[config.mk]
export PLATFORM = sky130hd
export DESIGN_NAME = spi_fastread_slave
export DESIGN_NICKNAME = d
export VERILOG_FILES = /design/src/rtl/fr_pkg.sv /design/src/rtl/fr_pin_sync.sv /design/src/rtl/fr_addr_gen.sv /design/src/rtl/fr_tx_shifter.sv /design/src/rtl/spi_fastread_slave.sv
export SDC_FILE = /design/constraint.sdc
export NUM_CORES = 1
export LEC_CHECK = 0
export BUFFER_PORTS_ARGS = -buffer_cell sky130_fd_sc_hd__clkbuf_2
export CAP_MARGIN = 30
export CORE_AREA = 2 2 71 73
export DETAILED_ROUTE_END_ITERATION = 10
export DIE_AREA = 0 0 73 75
export PLACE_DENSITY_LB_ADDON = 0.12
export RECOVER_POWER = 25
export SETUP_SLACK_MARGIN = 0.02
export SLEW_MARGIN = 30
export SYNTH_ARGS = -nofsm -noshare
export SYNTH_HDL_FRONTEND = slang
export SYNTH_SLANG_ARGS = --single-unit
[constraint.sdc]
create_clock -name clk -period 4 [get_ports clk]
set_input_delay 0.2 -clock clk [delete_from_list [all_inputs] [get_ports clk]]
set_output_delay 0.2 -clock clk [all_outputs]
set_load 0.01 [all_outputs]
[src/rtl/fr_pkg.sv]
package fr_pkg;

    localparam logic [7:0] OP_FAST_READ = 8'h0B;
    localparam int         CMD_BITS     = 8;
    localparam int         ADDR_BITS    = 24;
    localparam int         DUMMY_BITS   = 8;

    typedef enum logic [2:0] {
        ST_IDLE,
        ST_OPCODE,
        ST_ADDR,
        ST_DUMMY,
        ST_DATA,
        ST_IGNORE
    } fr_state_e;

endpackage

[src/rtl/fr_pin_sync.sv]
module fr_pin_sync #(
    parameter int STAGES = 2
) (
    input  logic clk,
    input  logic rst_n,
    input  logic cs_n,
    input  logic sck,
    input  logic mosi,
    output logic sel,
    output logic sck_rise,
    output logic sck_fall,
    output logic mosi_s
);
    localparam int LAST = STAGES - 1;

    logic [STAGES-1:0] cs_q;
    logic [STAGES-1:0] sck_q;
    logic [STAGES-1:0] mosi_q;
    logic              sck_prev;

    // first stage samples the pins
    always_ff @(posedge clk or negedge rst_n) begin
        if (!rst_n) begin
            cs_q[0]   <= 1'b1;
            sck_q[0]  <= 1'b0;
            mosi_q[0] <= 1'b0;
        end else begin
            cs_q[0]   <= cs_n;
            sck_q[0]  <= sck;
            mosi_q[0] <= mosi;
        end
    end

    // remaining stages of the chain
    for (genvar g = 1; g < STAGES; g++) begin : g_stage
        always_ff @(posedge clk or negedge rst_n) begin
            if (!rst_n) begin
                cs_q[g]   <= 1'b1;
                sck_q[g]  <= 1'b0;
                mosi_q[g] <= 1'b0;
            end else begin
                cs_q[g]   <= cs_q[g-1];
                sck_q[g]  <= sck_q[g-1];
                mosi_q[g] <= mosi_q[g-1];
            end
        end
    end

    always_ff @(posedge clk or negedge rst_n) begin
        if (!rst_n) begin
            sck_prev <= 1'b0;
        end else begin
            sck_prev <= sck_q[LAST];
        end
    end

    assign sel      = ~cs_q[LAST];
    assign sck_rise = sck_q[LAST] & ~sck_prev;
    assign sck_fall = ~sck_q[LAST] & sck_prev;
    assign mosi_s   = mosi_q[LAST];

endmodule

[src/rtl/fr_addr_gen.sv]
module fr_addr_gen #(
    parameter int AW = 12
) (
    input  logic          clk,
    input  logic          rst_n,
    input  logic          load,
    input  logic [AW-1:0] load_addr,
    input  logic          step,
    output logic          rd_en,
    output logic [AW-1:0] rd_addr
);
    // AW-bit arithmetic makes the wrap to zero implicit
    always_ff @(posedge clk or negedge rst_n) begin
        if (!rst_n) begin
            rd_en   <= 1'b0;
            rd_addr <= '0;
        end else begin
            rd_en <= load | step;
            if (load) begin
                rd_addr <= load_addr;
            end else if (step) begin
                rd_addr <= rd_addr + 1'b1;
            end
        end
    end

endmodule

[src/rtl/fr_tx_shifter.sv]
module fr_tx_shifter (
    input  logic       clk,
    input  logic       rst_n,
    input  logic       active,
    input  logic       shift,
    input  logic       fill,
    input  logic [7:0] fill_data,
    output logic       dout,
    output logic       byte_start
);
    logic [7:0] nxt_byte;
    logic [7:0] cur_byte;
    logic [2:0] bit_idx;

    assign byte_start = active & shift & (bit_idx == 3'd0);

    always_ff @(posedge clk or negedge rst_n) begin
        if (!rst_n) begin
            nxt_byte <= '0;
            cur_byte <= '0;
            bit_idx  <= '0;
            dout     <= 1'b0;
        end else begin
            if (fill) begin
                nxt_byte <= fill_data;
            end
            if (!active) begin
                cur_byte <= '0;
                bit_idx  <= '0;
                dout     <= 1'b0;
            end else if (shift) begin
                if (bit_idx == 3'd0) begin
                    dout     <= nxt_byte[7];
                    cur_byte <= {nxt_byte[6:0], 1'b0};
                end else begin
                    dout     <= cur_byte[7];
                    cur_byte <= {cur_byte[6:0], 1'b0};
                end
                bit_idx <= bit_idx + 3'd1;
            end
        end
    end

endmodule

[src/rtl/spi_fastread_slave.sv]
module spi_fastread_slave
    import fr_pkg::*;
#(
    parameter  int MEM_BYTES   = 4096,
    parameter  int SYNC_STAGES = 2,
    localparam int AW          = $clog2(MEM_BYTES)
) (
    input  logic          clk,
    input  logic          rst_n,
    input  logic          cs_n,
    input  logic          sck,
    input  logic          mosi,
    output logic          miso,
    output logic          miso_oe,
    input  logic          busy,
    output logic          rd_en,
    output logic [AW-1:0] rd_addr,
    input  logic [7:0]    rd_data
);
    localparam int SR_W = (AW - 1 > 7) ? AW - 1 : 7;

    fr_state_e       state_q, state_d;
    logic            sel, sck_rise, sck_fall, mosi_s;
    logic [4:0]      bit_cnt;
    logic [SR_W-1:0] in_sr;
    logic            rd_vld;
    logic            opcode_done, addr_done, dummy_done;
    logic            accept;
    logic [7:0]      cmd_word;
    logic [AW-1:0]   start_addr;
    logic            tx_active, tx_dout, byte_start;

    fr_pin_sync #(.STAGES(SYNC_STAGES)) u_sync (
        .clk      (clk),
        .rst_n    (rst_n),
        .cs_n     (cs_n),
        .sck      (sck),
        .mosi     (mosi),
        .sel      (sel),
        .sck_rise (sck_rise),
        .sck_fall (sck_fall),
        .mosi_s   (mosi_s)
    );

    // word completed by the bit being sampled now
    assign cmd_word    = {in_sr[6:0], mosi_s};
    assign start_addr  = {in_sr[AW-2:0], mosi_s};
    assign accept      = (cmd_word == OP_FAST_READ) && !busy;
    assign opcode_done = (state_q == ST_OPCODE) && sck_rise && (bit_cnt == 5'(CMD_BITS - 1));
    assign addr_done   = (state_q == ST_ADDR)   && sck_rise && (bit_cnt == 5'(ADDR_BITS - 1));
    assign dummy_done  = (state_q == ST_DUMMY)  && sck_rise && (bit_cnt == 5'(DUMMY_BITS - 1));

    // next-state logic
    always_comb begin
        state_d = state_q;
        if (!sel) begin
            state_d = ST_IDLE;
        end else begin
            unique case (state_q)
                ST_IDLE:   state_d = ST_OPCODE;
                ST_OPCODE: if (opcode_done) state_d = accept ? ST_ADDR : ST_IGNORE;
                ST_ADDR:   if (addr_done)   state_d = ST_DUMMY;
                ST_DUMMY:  if (dummy_done)  state_d = ST_DATA;
                ST_DATA:   state_d = ST_DATA;
                ST_IGNORE: state_d = ST_IGNORE;
                default:   state_d = ST_IDLE;
            endcase
        end
    end

    // state register
    always_ff @(posedge clk or negedge rst_n) begin
        if (!rst_n) begin
            state_q <= ST_IDLE;
        end else begin
            state_q <= state_d;
        end
    end

    // bit counting and serial capture
    always_ff @(posedge clk or negedge rst_n) begin
        if (!rst_n) begin
            bit_cnt <= '0;
            in_sr   <= '0;
            rd_vld  <= 1'b0;
        end else begin
            rd_vld <= rd_en;
            if (state_d != state_q) begin
                bit_cnt <= '0;
            end else if (sck_rise) begin
                bit_cnt <= bit_cnt + 5'd1;
            end
            if (sck_rise) begin
                in_sr <= {in_sr[SR_W-2:0], mosi_s};
            end
        end
    end

    // outputs
    always_comb begin
        tx_active = (state_q == ST_DATA);
        miso_oe   = tx_active;
        miso      = tx_dout;
    end

    fr_addr_gen #(.AW(AW)) u_addr (
        .clk       (clk),
        .rst_n     (rst_n),
        .load      (addr_done),
        .load_addr (start_addr),
        .step      (byte_start),
        .rd_en     (rd_en),
        .rd_addr   (rd_addr)
    );

    fr_tx_shifter u_tx (
        .clk        (clk),
        .rst_n      (rst_n),
        .active     (tx_active),
        .shift      (sck_fall),
        .fill       (rd_vld),
        .fill_data  (rd_data),
        .dout       (tx_dout),
        .byte_start (byte_start)
    );

endmodule

; Yosys cells after proc, flatten, opt, wreduce, memory -nomap -nowiden
; Cells that the tools add are included.
[totals]
register_bits = 60
latch_bits = 0
mem_bits_rw = 0
rom_bits = 0
in_bits = 14
output_inout_bits = 15
elab_cells = 67
n_memories = 0
[classes]
add_sub_neg = 3
multipliers = 0
div = 0
order_cmp = 0
eq_ne = 10
n_shift = 0
muxes = 18
bitwise_logic = 7
n_reduce_logical = 12
[op_table]
columns = cell, count
row1 = 12-bit two-way mux, 2
row2 = 8-bit two-way mux, 3
row3 = 3-bit two-way mux, 7
row4 = 3-bit one-hot mux with 6 select lines, 1
row5 = "12-bit by 1-bit adder with 12-bit output, second input constant", 1
row6 = 5-bit two-way mux, 2
row7 = "8-bit by 4-bit == test with 1-bit output, second input constant", 1
row8 = 1-bit logical AND, 7
row9 = "3-bit by 2-bit == test with 1-bit output, second input constant", 2
row10 = "3-bit == test, second input constant", 2
row11 = 3-bit zero test, 2
row12 = "5-bit by 1-bit adder with 5-bit output, second input constant", 1
row13 = "5-bit by 3-bit == test with 1-bit output, second input constant", 1
row14 = "5-bit == test, second input constant", 1
row15 = 1-bit bitwise AND, 4
row16 = 2-bit nonzero test, 2
row17 = "3-bit by 1-bit adder with 3-bit output, second input constant", 1
row18 = "3-bit by 1-bit == test with 1-bit output, second input constant", 1
row19 = 1-bit two-way mux, 3
row20 = 3-bit inequality test, 1
row21 = "2-bit inequality test, second input constant", 1
row22 = 1-bit NOT, 2
row23 = 1-bit zero test, 1
row24 = 1-bit bitwise OR, 1

; Longest topological paths before layout
[logic_depth]
depth_word = 9
ltp_mapped = 8
ltp_nobuf = 6

; By module
; From an unflattened synthesis, not the netlist that was laid out.
[hier_totals]
hier_cells = 244
hier_area_um2 = 2787.7
[by_module_without_submodules]
columns = mod, instances, cells_per_inst, area_each_um2, seq_area_each_um2
row1 = spi_fastread_slave, 1, 81, 958.4, 500.5
row2 = fr_tx_shifter, 1, 79, 925.9, 475.5
row3 = fr_addr_gen, 1, 74, 706.9, 325.3
row4 = fr_pin_sync, 1, 10, 196.4, 177.7

; Worst setup path before layout
; Ideal clock, no wire load.
[synth_path]
path_type = reg-to-reg
from = register u_tx.bit_idx[0]
to = register u_addr.rd_addr[10]
setup_time_ns = 0.124
arrival_ns = 1.655
required_time_ns = 3.876
path_slack_ns = 2.222
path_stages_with_launch = 9
n_path_buf = 2
synth_period_minus_slack_ns = 1.778
path_cell_list = dfrtp_1 inv_1 ha_1 and4bb_1 buf_6 and2_2 buf_6 a32o_1 a211o_1
[synth_between]
elab_chain_cells = 3
[synth_lines]
columns = element, line_no
row1 = from (decl), fr_tx_shifter.sv:13  ; logic [2:0] bit_idx;
row2 = from (signal assigned), fr_tx_shifter.sv:39  ; bit_idx <= bit_idx + 3'd1;
row3 = 3-bit zero test, fr_tx_shifter.sv:15  ; assign byte_start = active & shift & (bit_idx == 3'd0);
row4 = 1-bit bitwise AND, fr_tx_shifter.sv:15
row5 = 2-bit nonzero test (no source line), --
row6 = to (signal assigned), fr_addr_gen.sv:20  ; rd_addr <= load_addr;
row7 = to (signal assigned), fr_addr_gen.sv:22  ; rd_addr <= rd_addr + 1'b1;
row8 = to (decl), fr_addr_gen.sv:10  ; output logic [AW-1:0] rd_addr
; No other way between the ends.
; A chain may end at the register's enable or synchronous reset.

; Worst setup path in the final report
[layout_path]
from = register bit_cnt[0]
to = register u_addr.rd_addr[0]
[layout_between]
elab_chain_cells = 3
elab_cells_between_ends = 4
classes_between = eq/ne: 1 / mux: 1 / reduce/logical: 2
[layout_lines]
columns = element, line_no
row1 = from (decl), spi_fastread_slave.sv:24  ; logic [4:0] bit_cnt;
row2 = from (signal assigned), spi_fastread_slave.sv:91  ; bit_cnt <= bit_cnt + 5'd1;
row3 = 5-bit == test (*), spi_fastread_slave.sv:50  ; assign addr_done = (state_q == ST_ADDR) && sck_rise && (bit_cnt == 5'(ADDR_BITS - 1));
row4 = 1-bit logical AND (*), spi_fastread_slave.sv:50
row5 = 12-bit two-way mux or 2-bit nonzero test (tied branches), --
; Every way passes the cells marked *; elsewhere a longest branch is shown, timed or not.

==> run summary <==
Status - finished clean
Reg-to-reg endpoint - u_addr.rd_addr[0]
Switching power share of the total - 0.2336
Total CTS buffers - 9
Die area - 5475 sq um
Worst R2R Setup Slack - 1.88 ns
CTS Hold Bufs - 4
Initial antenna violation count - 0
Drt total wl - 5287 um
Worst clock skew - 0.006940 ns
DIE HEIGHT - 75 um
HP Start - rd_data[0]
Slowest stage cell, crit path - and4_1
Nets - 294
Cells after Synth - 245
CP Launch Type - flip-flop
Skew-Pair Late Insertion Delay - 0.33 ns
H-tree levels - 3
Final setup TNS - 0 ns
Maximum VDD drop - 0.0002886 V
Hold path depth - 2
YS warnings - 0
Final setup fails - 0
CP cell instances - ha_1, and4b_1, and4_1, nor2_1, a221o_1
First-pass GRT wire length - 8873 um
Fin. max-slew vios - 0
Min Tclk post-route - 2.121 ns
Synth Area per Inst - 11.40 sq um
Worst Max-Slew Pin Slew - 1.283 ns
Yosys top cell area share - 0.5108
Worst slew margin - 0.1446
Rows - 25
Post-cts resize count - 0
Clk network pwr share - 0.425
Comb pwr share - 0.067
R2r worst-path depth - 5
Area grow syn2layout - 14.02%
Data required, critical path - 4.22 ns
Via density - 5.833
Top cell type by total area after synthesis - dfrtp_1
Crit path kind - flip-flop to flip-flop
Largest net degree at the start of global routing - 36
Net switching power - 0.3182 mW
Starting Density - 0.5992
Syn_nets - 263
Largest cells by area after synthesis - dfrtp_1 51%, mux2_2 7.7%, mux2i_1 3.9%, nor2_1 3.1%, a211oi_1 2.2%
Core area - 4661 sq um
Hold Crit Class - input pin to flip-flop
Yosys cell types - 54
DR iter-0 viols - 128
Clock transition at path regs - 0.07 ns
FF-to-FF Start - bit_cnt[0]
Hold EP - u_tx.nxt_byte[0]
Max Cap Viol - 0
IO Count - 29
Hpwl dp - 3506 um
Hold_ws - 0.09400 ns
Leakage power - 1.500 nW
EDFF count, synth - 0
Layout cell share with drive strength beyond 1 - 0.2633
FFs w/ async S/R, synth - 1.000
Max Fclk - 0.4715 GHz
Port buffer count - 28
Number of inserted diodes - 0
Internal - 1.044 mW
Sink Count - 59
Hold Violations, Final - 0
CTS root buf - clkbuf_8
Sequential share of the synthesized area - 0.5296
Post-synth top cells - 57 x dfrtp_1, 23 x nor2_1, 19 x mux2_2
Setup Fix Bufs, Post-CTS - 0
Placer congestion estimate - 0.7738
Slowest stage delay, CP - 0.60 ns
DR pass1 iterations - 4
Post-Syn Area - 2793 sq um
Remaining antenna violation count - 0
Vias - 1954
Clk buf depth - 2
Critical-path maximum fanout - 17
Power per cell area - 427.9 nW/um^2
Number of synthesized register bits - 59
Die width - 73 um
Part of the power in registers - 0.508
Gr usage total - 0.2178
Count leader, synth - dfrtp_1
DRC violation count after routing - 0
Critical path endpoint category - flip-flop
CTS tree - yes
RSZ-0062 raised after global routing - no
Final Cycle Share - 0.5303
Total grt overflow - 0
Prevailing post-synth register cell - dfrtp_1
Crit path arrival time - 2.34 ns
Vias in the first global route - 1874
WL/cell - 15.78 um
-- worst max path at each step --
stage,from,end,slack (ns),cells after the start
after global routing,bit_cnt[0],u_addr.rd_addr[0],1.70,5
after global placement,bit_cnt[0],u_addr.rd_addr[2],2.04,5
after CTS,bit_cnt[0],u_addr.rd_addr[2],1.89,5
after floorplan,u_tx.bit_idx[0],u_addr.rd_addr[10],2.22,8
after detailed placement,bit_cnt[0],u_addr.rd_addr[2],1.92,5
final,bit_cnt[0],u_addr.rd_addr[0],1.88,5
-- critical path, delay by kind of cell, from the launching register on --
family,cells,cell delay [ns]
flip-flops,1,0.41
AO/OA/AOI/OAI,1,0.32
AND/OR/NAND/NOR,3,1.08
adder cells (fa/ha/maj),1,0.19
-- cells in the final DEF, fill, tap and decap left out, types with 3 or more instances in the layout --
cell type      instances
mux2_2                19
xnor2_1                3
nor2_1                23
clkbuf_1               3
a211oi_1               8
mux2i_1               11
dfrtp_1               57
a31oi_1                3
a32oi_1                3
clkbuf_2              27
o21ai_0                5
nand3_1                8
nand2_1               11
a21bo_2                3
xor2_1                 5
a221o_1                3
dlygate4sd3_1          4
nor3_1                 9
clkbuf_8               9
a21oi_1                3
nand4_1                5
ha_1                   4
inv_1                  9
-- cell type report --
cell class / count / area, sq um
Sequential cell: 59 / 1479
Fill cell: 355 / 1476
Multi-Input combinational cell: 162 / 1190
Timing Repair Buffer: 34 / 193.9
Clock buffer: 11 / 131.4
Clock inverter: 5 / 77.57
Tap cell: 54 / 67.56
Inverter: 10 / 45.04
-- registers in the layout (all words and copies together) (netlist names) --
| signal | flops |
|---|---|
| bit_cnt | 5 |
| in_sr | 11 |
| rd_vld | 1 |
| state_q | 3 |
| u_addr.rd_addr | 12 |
| u_addr.rd_en | 1 |
| u_sync.cs_q | 2 |
| u_sync.mosi_q | 1 |
| u_sync.mosi_s | 1 |
| u_sync.sck_prev | 1 |
| u_sync.sck_q | 2 |
| u_tx.bit_idx | 3 |
| u_tx.cur_byte | 7 |
| u_tx.dout | 1 |
| u_tx.nxt_byte | 8 |
-- power groups by stage --
stage,clock (mW),sequential (mW),combinational (mW)
2_1_floorplan,0,0.683,0.0643
3_3_place_gp,0,0.699,0.0864
3_5_place_dp,0,0.701,0.0896
4_1_cts,0.591,0.691,0.0933
5_1_grt,0.619,0.698,0.105
6_report,0.579,0.692,0.0916
-- per-layer routing --
metal  part of all wire  routed length, um  vias to the layer above  global-route usage
li1                   -                  -                      947                   -
met1               0.48               2512                      960              0.2835
met2               0.48               2512                       45              0.3413
met3              0.045                239                        2             0.07095
met4             0.0044                 23                        0             0.08436
met5                  0                  0                        -                   0
-- through the flow --
stage | cell area [sq um] | power, mW | util | setup WS [ns] | cells
global placement | 2934 | 0.7852 | 0.6295 | 2.044 | 315
finish | 3184 | 1.363 | 0.6832 | 1.879 | 335
CTS | 3186 | 1.375 | 0.6835 | 1.886 | 335
detailed placement | 2937 | 0.7908 | 0.6301 | 1.915 | 315
global route | 3184 | 1.422 | 0.6832 | 1.704 | 335
floorplan | 2793 | 0.7473 | - | 2.222 | 245
-- logic make-up after synthesis --
group,share of synthesized area
AND/OR/NAND/NOR,0.1452
flip-flops,0.5296
AO/OA/AOI/OAI,0.1210
multiplexers,0.1160
buffers and inverters,0.04525
XOR/XNOR,0.02509
adder cells (fa/ha/maj),0.01792
Note: power is estimated with default switching activity, not from simulation.
